### config.mk
export PLATFORM = sky130hd
export DESIGN_NAME = selfcfg_seq
export DESIGN_NICKNAME = d
export VERILOG_FILES = /design/src/rtl/selfcfg_pkg.sv /design/src/rtl/selfcfg_timer.sv /design/src/rtl/selfcfg_store.sv /design/src/rtl/selfcfg_seq.sv
export SDC_FILE = /design/constraint.sdc
export NUM_CORES = 1
export LEC_CHECK = 0
export BUFFER_PORTS_ARGS = -buffer_cell sky130_fd_sc_hd__buf_2
export CAP_MARGIN = 30
export CORE_ASPECT_RATIO = 1.5
export CORE_MARGIN = 5
export CORE_UTILIZATION = 56
export DETAILED_ROUTE_END_ITERATION = 8
export GPL_TIMING_DRIVEN = 0
export PLACE_DENSITY = 0.9
export SLEW_MARGIN = 5
export SYNTH_ARGS = -nofsm -noshare
export SYNTH_HDL_FRONTEND = slang
export SYNTH_HIERARCHICAL = 1
export SYNTH_SLANG_ARGS = --single-unit
### constraint.sdc
create_clock -name clk -period 3.3 [get_ports clk]
set_input_delay 0.33 -clock clk [delete_from_list [all_inputs] [get_ports clk]]
set_output_delay 0.33 -clock clk [all_outputs]
set_load 0.1 [all_outputs]
### src/rtl/selfcfg_pkg.sv
package selfcfg_pkg;

  typedef enum logic [1:0] {
    PH_CAL    = 2'd0,
    PH_EEPROM = 2'd1,
    PH_READY  = 2'd2
  } phase_e;

  // Saturating step of the calibration counter
  function automatic logic [31:0] cal_step(input logic [31:0] cur, input logic [31:0] last);
    return (cur >= last) ? last : cur + 32'd1;
  endfunction

  // Configuration word picked at EEPROM completion
  function automatic logic [31:0] ee_pick(input logic valid, input logic [31:0] data,
                                          input logic [31:0] dflt);
    return valid ? data : dflt;
  endfunction

endpackage

### src/rtl/selfcfg_timer.sv
module selfcfg_timer
  import selfcfg_pkg::*;
#(
  parameter int CYCLES = 200000
) (
  input  logic clk,
  input  logic rst_n,
  input  logic clr,
  input  logic run,
  output logic expired
);
  localparam int CW = (CYCLES > 1) ? $clog2(CYCLES) : 1;
  localparam logic [CW-1:0] LAST = CW'(CYCLES - 1);

  logic [CW-1:0] cnt;

  always_ff @(posedge clk or negedge rst_n) begin
    if (!rst_n)    cnt <= '0;
    else if (clr)  cnt <= '0;
    else if (run)  cnt <= CW'(cal_step(32'(cnt), 32'(LAST)));
  end

  assign expired = (cnt == LAST);

  // Once expired, the timer stays expired until it is cleared
  assert_timer_hold_R2: assert property (@(posedge clk) disable iff (!rst_n)
    (expired && !clr) |=> expired);

  // A cleared timer is not expired on the next cycle
  assert_timer_clear_R9: assert property (@(posedge clk) disable iff (!rst_n)
    clr |=> (CYCLES == 1) || !expired);

endmodule

### src/rtl/selfcfg_store.sv
module selfcfg_store
  import selfcfg_pkg::*;
#(
  parameter int          CFG_W       = 16,
  parameter logic [CFG_W-1:0] DEFAULT_CFG = '0
) (
  input  logic             clk,
  input  logic             rst_n,
  input  logic             ee_load,
  input  logic             ee_valid,
  input  logic [CFG_W-1:0] ee_data,
  input  logic             host_ok,
  input  logic [CFG_W-1:0] host_wdata,
  output logic [CFG_W-1:0] cfg_q
);
  logic [CFG_W-1:0] ee_word;
  assign ee_word = CFG_W'(ee_pick(ee_valid, 32'(ee_data), 32'(DEFAULT_CFG)));

  always_ff @(posedge clk or negedge rst_n) begin
    if (!rst_n)        cfg_q <= DEFAULT_CFG;
    else if (ee_load)  cfg_q <= ee_word;
    else if (host_ok)  cfg_q <= host_wdata;
  end

  // The EEPROM load and the host write never compete
  assert_single_writer_R7: assert property (@(posedge clk) disable iff (!rst_n)
    !(ee_load && host_ok));

  // The configuration changes only through one of the two load paths
  assert_cfg_paths_R8: assert property (@(posedge clk) disable iff (!rst_n)
    (!ee_load && !host_ok) |=> $stable(cfg_q));

endmodule

### src/rtl/selfcfg_seq.sv
module selfcfg_seq
  import selfcfg_pkg::*;
#(
  parameter int               CAL_CYCLES  = 200000,
  parameter int               CFG_W       = 16,
  parameter logic [CFG_W-1:0] DEFAULT_CFG = 16'h0A5C
) (
  input  logic             clk,
  input  logic             rst_n,
  input  logic             lp_exit,
  output logic             cal_req,
  input  logic             cal_done,
  output logic             ee_rd,
  input  logic             ee_done,
  input  logic             ee_valid,
  input  logic [CFG_W-1:0] ee_data,
  input  logic             host_wr,
  input  logic [CFG_W-1:0] host_wdata,
  output logic             host_err,
  output logic [CFG_W-1:0] cfg_q,
  output logic             si_busy,
  output logic             init_done
);
  phase_e phase;
  logic   cal_seen;
  logic   timer_expired;

  // Named internal events
  logic restart_w, cal_pass_w, ee_load_w, host_ok_w, timer_clr_w, timer_run_w;

  assign restart_w   = lp_exit;
  assign cal_pass_w  = (phase == PH_CAL) && timer_expired && (cal_seen || cal_done) && !restart_w;
  assign ee_load_w   = (phase == PH_EEPROM) && ee_done && !restart_w;
  assign host_ok_w   = host_wr && !si_busy && !restart_w;
  assign timer_run_w = (phase == PH_CAL);
  assign timer_clr_w = restart_w || (phase != PH_CAL);

  selfcfg_timer #(.CYCLES(CAL_CYCLES)) u_timer (
    .clk     (clk),
    .rst_n   (rst_n),
    .clr     (timer_clr_w),
    .run     (timer_run_w),
    .expired (timer_expired)
  );

  selfcfg_store #(.CFG_W(CFG_W), .DEFAULT_CFG(DEFAULT_CFG)) u_store (
    .clk        (clk),
    .rst_n      (rst_n),
    .ee_load    (ee_load_w),
    .ee_valid   (ee_valid),
    .ee_data    (ee_data),
    .host_ok    (host_ok_w),
    .host_wdata (host_wdata),
    .cfg_q      (cfg_q)
  );

  always_ff @(posedge clk or negedge rst_n) begin
    if (!rst_n) begin
      phase     <= PH_CAL;
      cal_seen  <= 1'b0;
      si_busy   <= 1'b1;
      init_done <= 1'b0;
      host_err  <= 1'b0;
    end else begin
      host_err <= host_wr && (si_busy || restart_w);
      if (restart_w) begin
        phase     <= PH_CAL;
        cal_seen  <= 1'b0;
        si_busy   <= 1'b1;
        init_done <= 1'b0;
      end else begin
        if (phase == PH_CAL) cal_seen <= cal_seen || cal_done;
        if (cal_pass_w) begin
          phase    <= PH_EEPROM;
          cal_seen <= 1'b0;
        end else if (ee_load_w) begin
          phase     <= PH_READY;
          si_busy   <= 1'b0;
          init_done <= 1'b1;
        end
      end
    end
  end

  assign cal_req = (phase == PH_CAL);
  assign ee_rd   = (phase == PH_EEPROM);

  assert_flags_exclusive_R6: assert property (@(posedge clk) disable iff (!rst_n)
    !(si_busy && init_done));

  assert_ready_holds_R6: assert property (@(posedge clk) disable iff (!rst_n)
    (init_done && !lp_exit) |=> init_done);

  assert_restart_busy_R9: assert property (@(posedge clk) disable iff (!rst_n)
    lp_exit |=> (si_busy && !init_done && cal_req));

  assert_eeprom_after_cal_R2: assert property (@(posedge clk) disable iff (!rst_n)
    $rose(ee_rd) |-> $past(timer_expired));

  assert_busy_err_R7: assert property (@(posedge clk) disable iff (!rst_n)
    (host_wr && si_busy) |=> host_err);

  assert_busy_cfg_frozen_R7: assert property (@(posedge clk) disable iff (!rst_n)
    (si_busy && !ee_load_w) |=> $stable(cfg_q));

  assert_load_completes_R4: assert property (@(posedge clk) disable iff (!rst_n)
    ee_load_w |=> (init_done && !si_busy && !ee_rd));

endmodule

[Word level (Yosys, flattened, before mapping)]
Index checks and enable logic that the tools add are counted.
Cells by class
  order comparisons: 1
  equality and inequality tests: 3
  mux-type cells: 18
  reductions and logical operators: 21
  $add $sub $neg: 1
Operator list (number)
  two-way mux 18 bit: 3
  two-way mux 16 bit: 3
  adder 18 x 1 -> 18 bit (second input constant): 1
  equality test 18 bit (second input constant): 1
  >= comparator 18 bit (second input constant): 1
  two-way mux 1 bit: 9
  logical AND 1 bit: 8
  nonzero test 2 bit: 4
  two-way mux 2 bit: 3
  nonzero test 3 bit: 2
  logical OR 1 bit: 3
  equality test 2 x 1 -> 1 bit (second input constant): 1
  zero test 1 bit: 2
  zero test 2 bit: 1
  inequality test 2 bit (second input constant): 1
  AND reduction 2 bit: 1
Word-level totals
  flip-flop bits (word level): 40
  logic and storage cells: 51
  bits of input ports: 39

[Depth between registers and ports, before layout]
  depth after elaboration: 6
  gate-level depth with buffers: 7
  mapped depth without buffers: 6

[Hierarchy]
Netlist, hierarchy kept.
Modules (own cells, without submodules)
  selfcfg_timer: cells each 129, area each 1177.4 um^2, sequential area each 450.4 um^2, instances 1
  selfcfg_store: cells each 57, area each 790.8 um^2, sequential area each 407.9 um^2, instances 1
  selfcfg_seq: cells each 25, area each 259.0 um^2, sequential area each 151.4 um^2, instances 1

[Worst setup path before layout]
Ideal clock, no wire load.
  kind: register to register
  start point: register phase[1]
  end point: register u_timer.cnt[3]
  buffers on the path: 2
  path slack: 1.075 ns
  library setup time: 0.104 ns
  data required time: 3.196 ns
  cell stages (with the launch flop): 6
  arrival time: 2.121 ns
  path through: dfrtp_1 nor2_2 clkbuf_1 clkbuf_8 a41oi_1 a221oi_1
Between the ends
  elaborated cells between the ends (all ways): 5
RTL lines
  start, declared: RTL line selfcfg_seq.sv:24  | phase_e phase;
  start signal, assigned: RTL line selfcfg_seq.sv:59  | phase <= PH_CAL;
  start signal, assigned: RTL line selfcfg_seq.sv:67  | phase <= PH_CAL;
  start signal, assigned: RTL line selfcfg_seq.sv:74  | phase <= PH_EEPROM;
  zero test 2 bit
  named net cal_req: RTL line selfcfg_seq.sv:11  | output logic cal_req,
  nonzero test 2 bit (no source line)
  end signal, assigned: RTL line selfcfg_timer.sv:20  | else if (run) cnt <= CW'(cal_step(32'(cnt), 32'(LAST)));
  end, declared: RTL line selfcfg_timer.sv:15  | logic [CW-1:0] cnt;
The timed path passes the listed nets, and every way through them passes these cells.
A chain may end at the register's enable or synchronous reset.

[Worst setup path in the final report]
  start point: register u_timer.cnt[0]
  end point: register u_timer.cnt[3]
Between the ends
  longest elaborated chain between the ends: 4
  elaborated cells between the ends (all ways): 5
Ends and longest elaborated chain
  adder 18 x 1 -> 18 bit / >= comparator 18 bit (equally long branches): RTL line selfcfg_pkg.sv:11  | return (cur >= last) ? last : cur + 32'd1;
  two-way mux 18 bit (*): RTL line selfcfg_pkg.sv:11
  two-way mux 18 bit (*): RTL line selfcfg_timer.sv:20
  two-way mux 18 bit (*): RTL line selfcfg_timer.sv:19  | else if (clr) cnt <= '0;
Every way passes the cells marked *; elsewhere a longest branch is shown, timed or not. The select of a mux whose other input is x is not followed.

==> results.json <==
{
  "grt_max_degree": 41,
  "pre_cts_ws_ns": 1.221,
  "synth_cells": 211,
  "crit_type": "register to register",
  "ir_drop_mv": 0.3764,
  "cp-start-kind": "register",
  "stdcell_area_sq_um": 2681,
  "synth-adder-area-share": 0.005618,
  "synthDistinctLibCells": 56,
  "synth_top_family_by_area": "compound AO/OA/AOI/OAI gates",
  "yosys.area.top_type": "dfrtp_1",
  "first_iter_violations": 113,
  "dp_hpwl_um": 4086,
  "max_freq_ghz": 0.4676,
  "overflow": 0,
  "totalWireLength_um": 5538,
  "synth_compound_area_frac": 0.2146,
  "synth-seq-area-share": 0.4534,
  "htreeDepth": 2,
  "netlist_area_sq_um": 2227,
  "cts_tree": "built",
  "rows": 28,
  "clock_path_buffers": 2,
  "gp_congestion": 0.8648,
  "ant_nets": 0,
  "hp-class": "input port to async pin",
  "path_max_fanout": 6,
  "start_util": 0.5727,
  "die_x_um": 61.49,
  "core-area_sq_um": 3889,
  "setup_viol": 0,
  "syn-num-nets": 251,
  "cts_resized": 0,
  "clk_latency_ns": 0.30,
  "drive_gt1_frac": 0.3610,
  "fin_crit_ns": 2.139,
  "hold_violations": 0,
  "netSwitchingPower_mw": 0.3630,
  "synthMuxAreaShare": 0.09888,
  "grt_pass1_wl_um": 9032,
  "clock_sinks": 40,
  "intPower_mw": 0.7945,
  "slew_headroom": 0.4159,
  "dieArea_sq_um": 5364,
  "dr.pass1.iters": 4,
  "antenna_found_initial": 0,
  "final.setup.tns_ns": 0,
  "cts_buffers": 5,
  "cap_violations": 0,
  "area_growth_pct": 20.39,
  "io_buffers": 58,
  "synth_edf_count": 0,
  "combPwrFrac": 0.199,
  "fin_ws_ns": 1.161,
  "slew_violations": 0,
  "rsz0062_at_grt": "false",
  "cp_data_arrival_time_ns": 2.29,
  "endpoint_kind": "register",
  "vias_per_cell": 6.149,
  "io_pins": 60,
  "p_total_mw": 1.158,
  "skew_ns": 0.007924,
  "grt_usage": 0.2231,
  "power_density_nw_per_um2": 431.7,
  "layout.nets": 316,
  "placed_area_sq_um": 2574,
  "synthSimpleGateAreaFrac": 0.1758,
  "postCtsHoldBufs": 0,
  "p_seq_frac": 0.457,
  "p_leak_nw": 1.195,
  "clock_power_share": 0.344,
  "syn_area_per_cell_sq_um": 10.56,
  "timing.final.crit_share": 0.6480,
  "post-cts-setup-buffer-count": 0,
  "layout_commonest_cell": "buf_2",
  "vias": 1980,
  "yosys_warnings": 6,
  "grt_pass1_vias": 1959,
  "clk_pin_slew_ns": 0.08,
  "mostFrequentLayoutCells": "buf_2 (63), dfrtp_1 (33), nor2_1 (19)",
  "ys_async_sr_fraction": 1.000,
  "ys_ff_latch": 40,
  "ctsRootBufferMaster": "clkbuf_8",
  "tightest_slew_ns": 0.8761,
  "wl_per_cell_um": 17.20,
  "required_ns": 3.45,
  "synth-xor-area-share": 0,
  "post-route-drc-count": 0,
  "dieHeight_um": 87.24,
  "switching_share": 0.3136,
  "synth_top_area_share": 0.3708,
  "status": "finished, final reports clean",
  "synthTopCellsByArea": "dfrtp_1 (37%), dfstp_2 (8.3%), mux2i_1 (5.8%)",
  "antenna-diode-count": 0,
  "synth_top_flop_cell": "dfrtp_1"
}
[power by group through the flow]
stage,sequential [mW],clock [mW],combinational [mW]
2_1_floorplan,0.671,0,0.0398
3_3_place_gp,0.536,0,0.229
3_5_place_dp,0.538,0,0.232
4_1_cts,0.529,0.403,0.232
5_1_grt,0.532,0.431,0.242
6_report,0.529,0.398,0.231
[routing by layer]
layer / GRT usage / part of all wire
met5: 0 / 0
met4: 0.1023 / 0.026
met3: 0.06677 / 0.12
met2: 0.3689 / 0.51
met1: 0.2567 / 0.35
[layout make-up]
type	count	area, sq um
Clock inverter	2	35.03
Sequential cell	40	1010
Inverter	5	18.77
Timing Repair Buffer	58	290.3
Fill cell	315	1207
Multi-Input combinational cell	153	1102
Tap cell	45	56.30
Buffer	13	96.34
Clock buffer	6	72.57
[registers in the layout, indices dropped and copies added, names as in the netlist]
register / cells
host_err: 1
init_done: 1
u_timer/cnt: 18
phase: 2
cal_seen: 1
u_store/cfg_q: 16
si_busy: 1
[Yosys cell counts, drive strengths merged (2+ instances only)]
| master | n |
|---|---|
| a211oi | 5 |
| a21o | 2 |
| a21oi | 7 |
| a311oi | 3 |
| a31oi | 2 |
| a41oi | 3 |
| and2 | 2 |
| and3 | 5 |
| and4 | 2 |
| buf | 9 |
| clkbuf | 3 |
| dfrtp | 33 |
| dfstp | 7 |
| inv | 5 |
| mux2 | 6 |
| mux2i | 13 |
| nand2 | 13 |
| nand2b | 3 |
| nand3 | 8 |
| nand4 | 5 |
| nor2 | 20 |
| nor3 | 3 |
| nor4 | 3 |
| o211ai | 5 |
| o21a | 4 |
| o21ai | 7 |
| o22a | 6 |
| o2bb2ai | 8 |
| o41ai | 2 |
| or3 | 2 |
[worst paths after layout]
kind | startpoint | endpoint | slack (ns) | depth (start not counted)
worst min register to register | u_timer/cnt[5]$_DFFE_PN0P_ | u_timer/cnt[5]$_DFFE_PN0P_ | 0.52 | 1
worst max register to register | u_timer/cnt[0]$_DFFE_PN0P_ | u_timer/cnt[3]$_DFFE_PN0P_ | 1.16 | 6
worst min-delay path | rst_n | u_store/cfg_q[0]$_DFFE_PN0P_ | 0.14 | 1
worst max-delay path | u_timer/cnt[0]$_DFFE_PN0P_ | u_timer/cnt[3]$_DFFE_PN0P_ | 1.16 | 6
max in group asynchronous | rst_n | u_timer/cnt[16]$_DFFE_PN0P_ | 2.61 | 1
min in group clk | ee_data[15] | u_store/cfg_q[15]$_DFFE_PN0P_ | 0.23 | 2
[worst max-delay path: stages (launching register included)]
cell and delay [ns]:
dfrtp_1 0.44, ha_1 0.26, and3_2 0.22, a311oi_4 0.39, o21ai_2 0.17, nor2_1 0.36, a221oi_1 0.16
[kinds of logic (layout without fill, tap and decap cells)]
| group | after synthesis | in the layout |
|---|---|---|
| buffers and inverters | 18 | 84 |
| adders and majority gates | 1 | 1 |
| DFF | 40 | 40 |
| AOI/OAI and AO/OA | 60 | 60 |
| muxes | 19 | 19 |
| and+or+nand+nor | 73 | 73 |
[through the flow]
step / hold WS (ns) / utilization / cells
floorplan: 0.03441 / - / 211
global placement: 0.4710 / 0.6618 / 314
detailed placement: 0.4948 / 0.6618 / 314
CTS: 0.1752 / 0.6895 / 322
global route: 0.2084 / 0.6895 / 322
finish: 0.1396 / 0.6895 / 322
No activity file was read; power rests on OpenSTA's default activity.
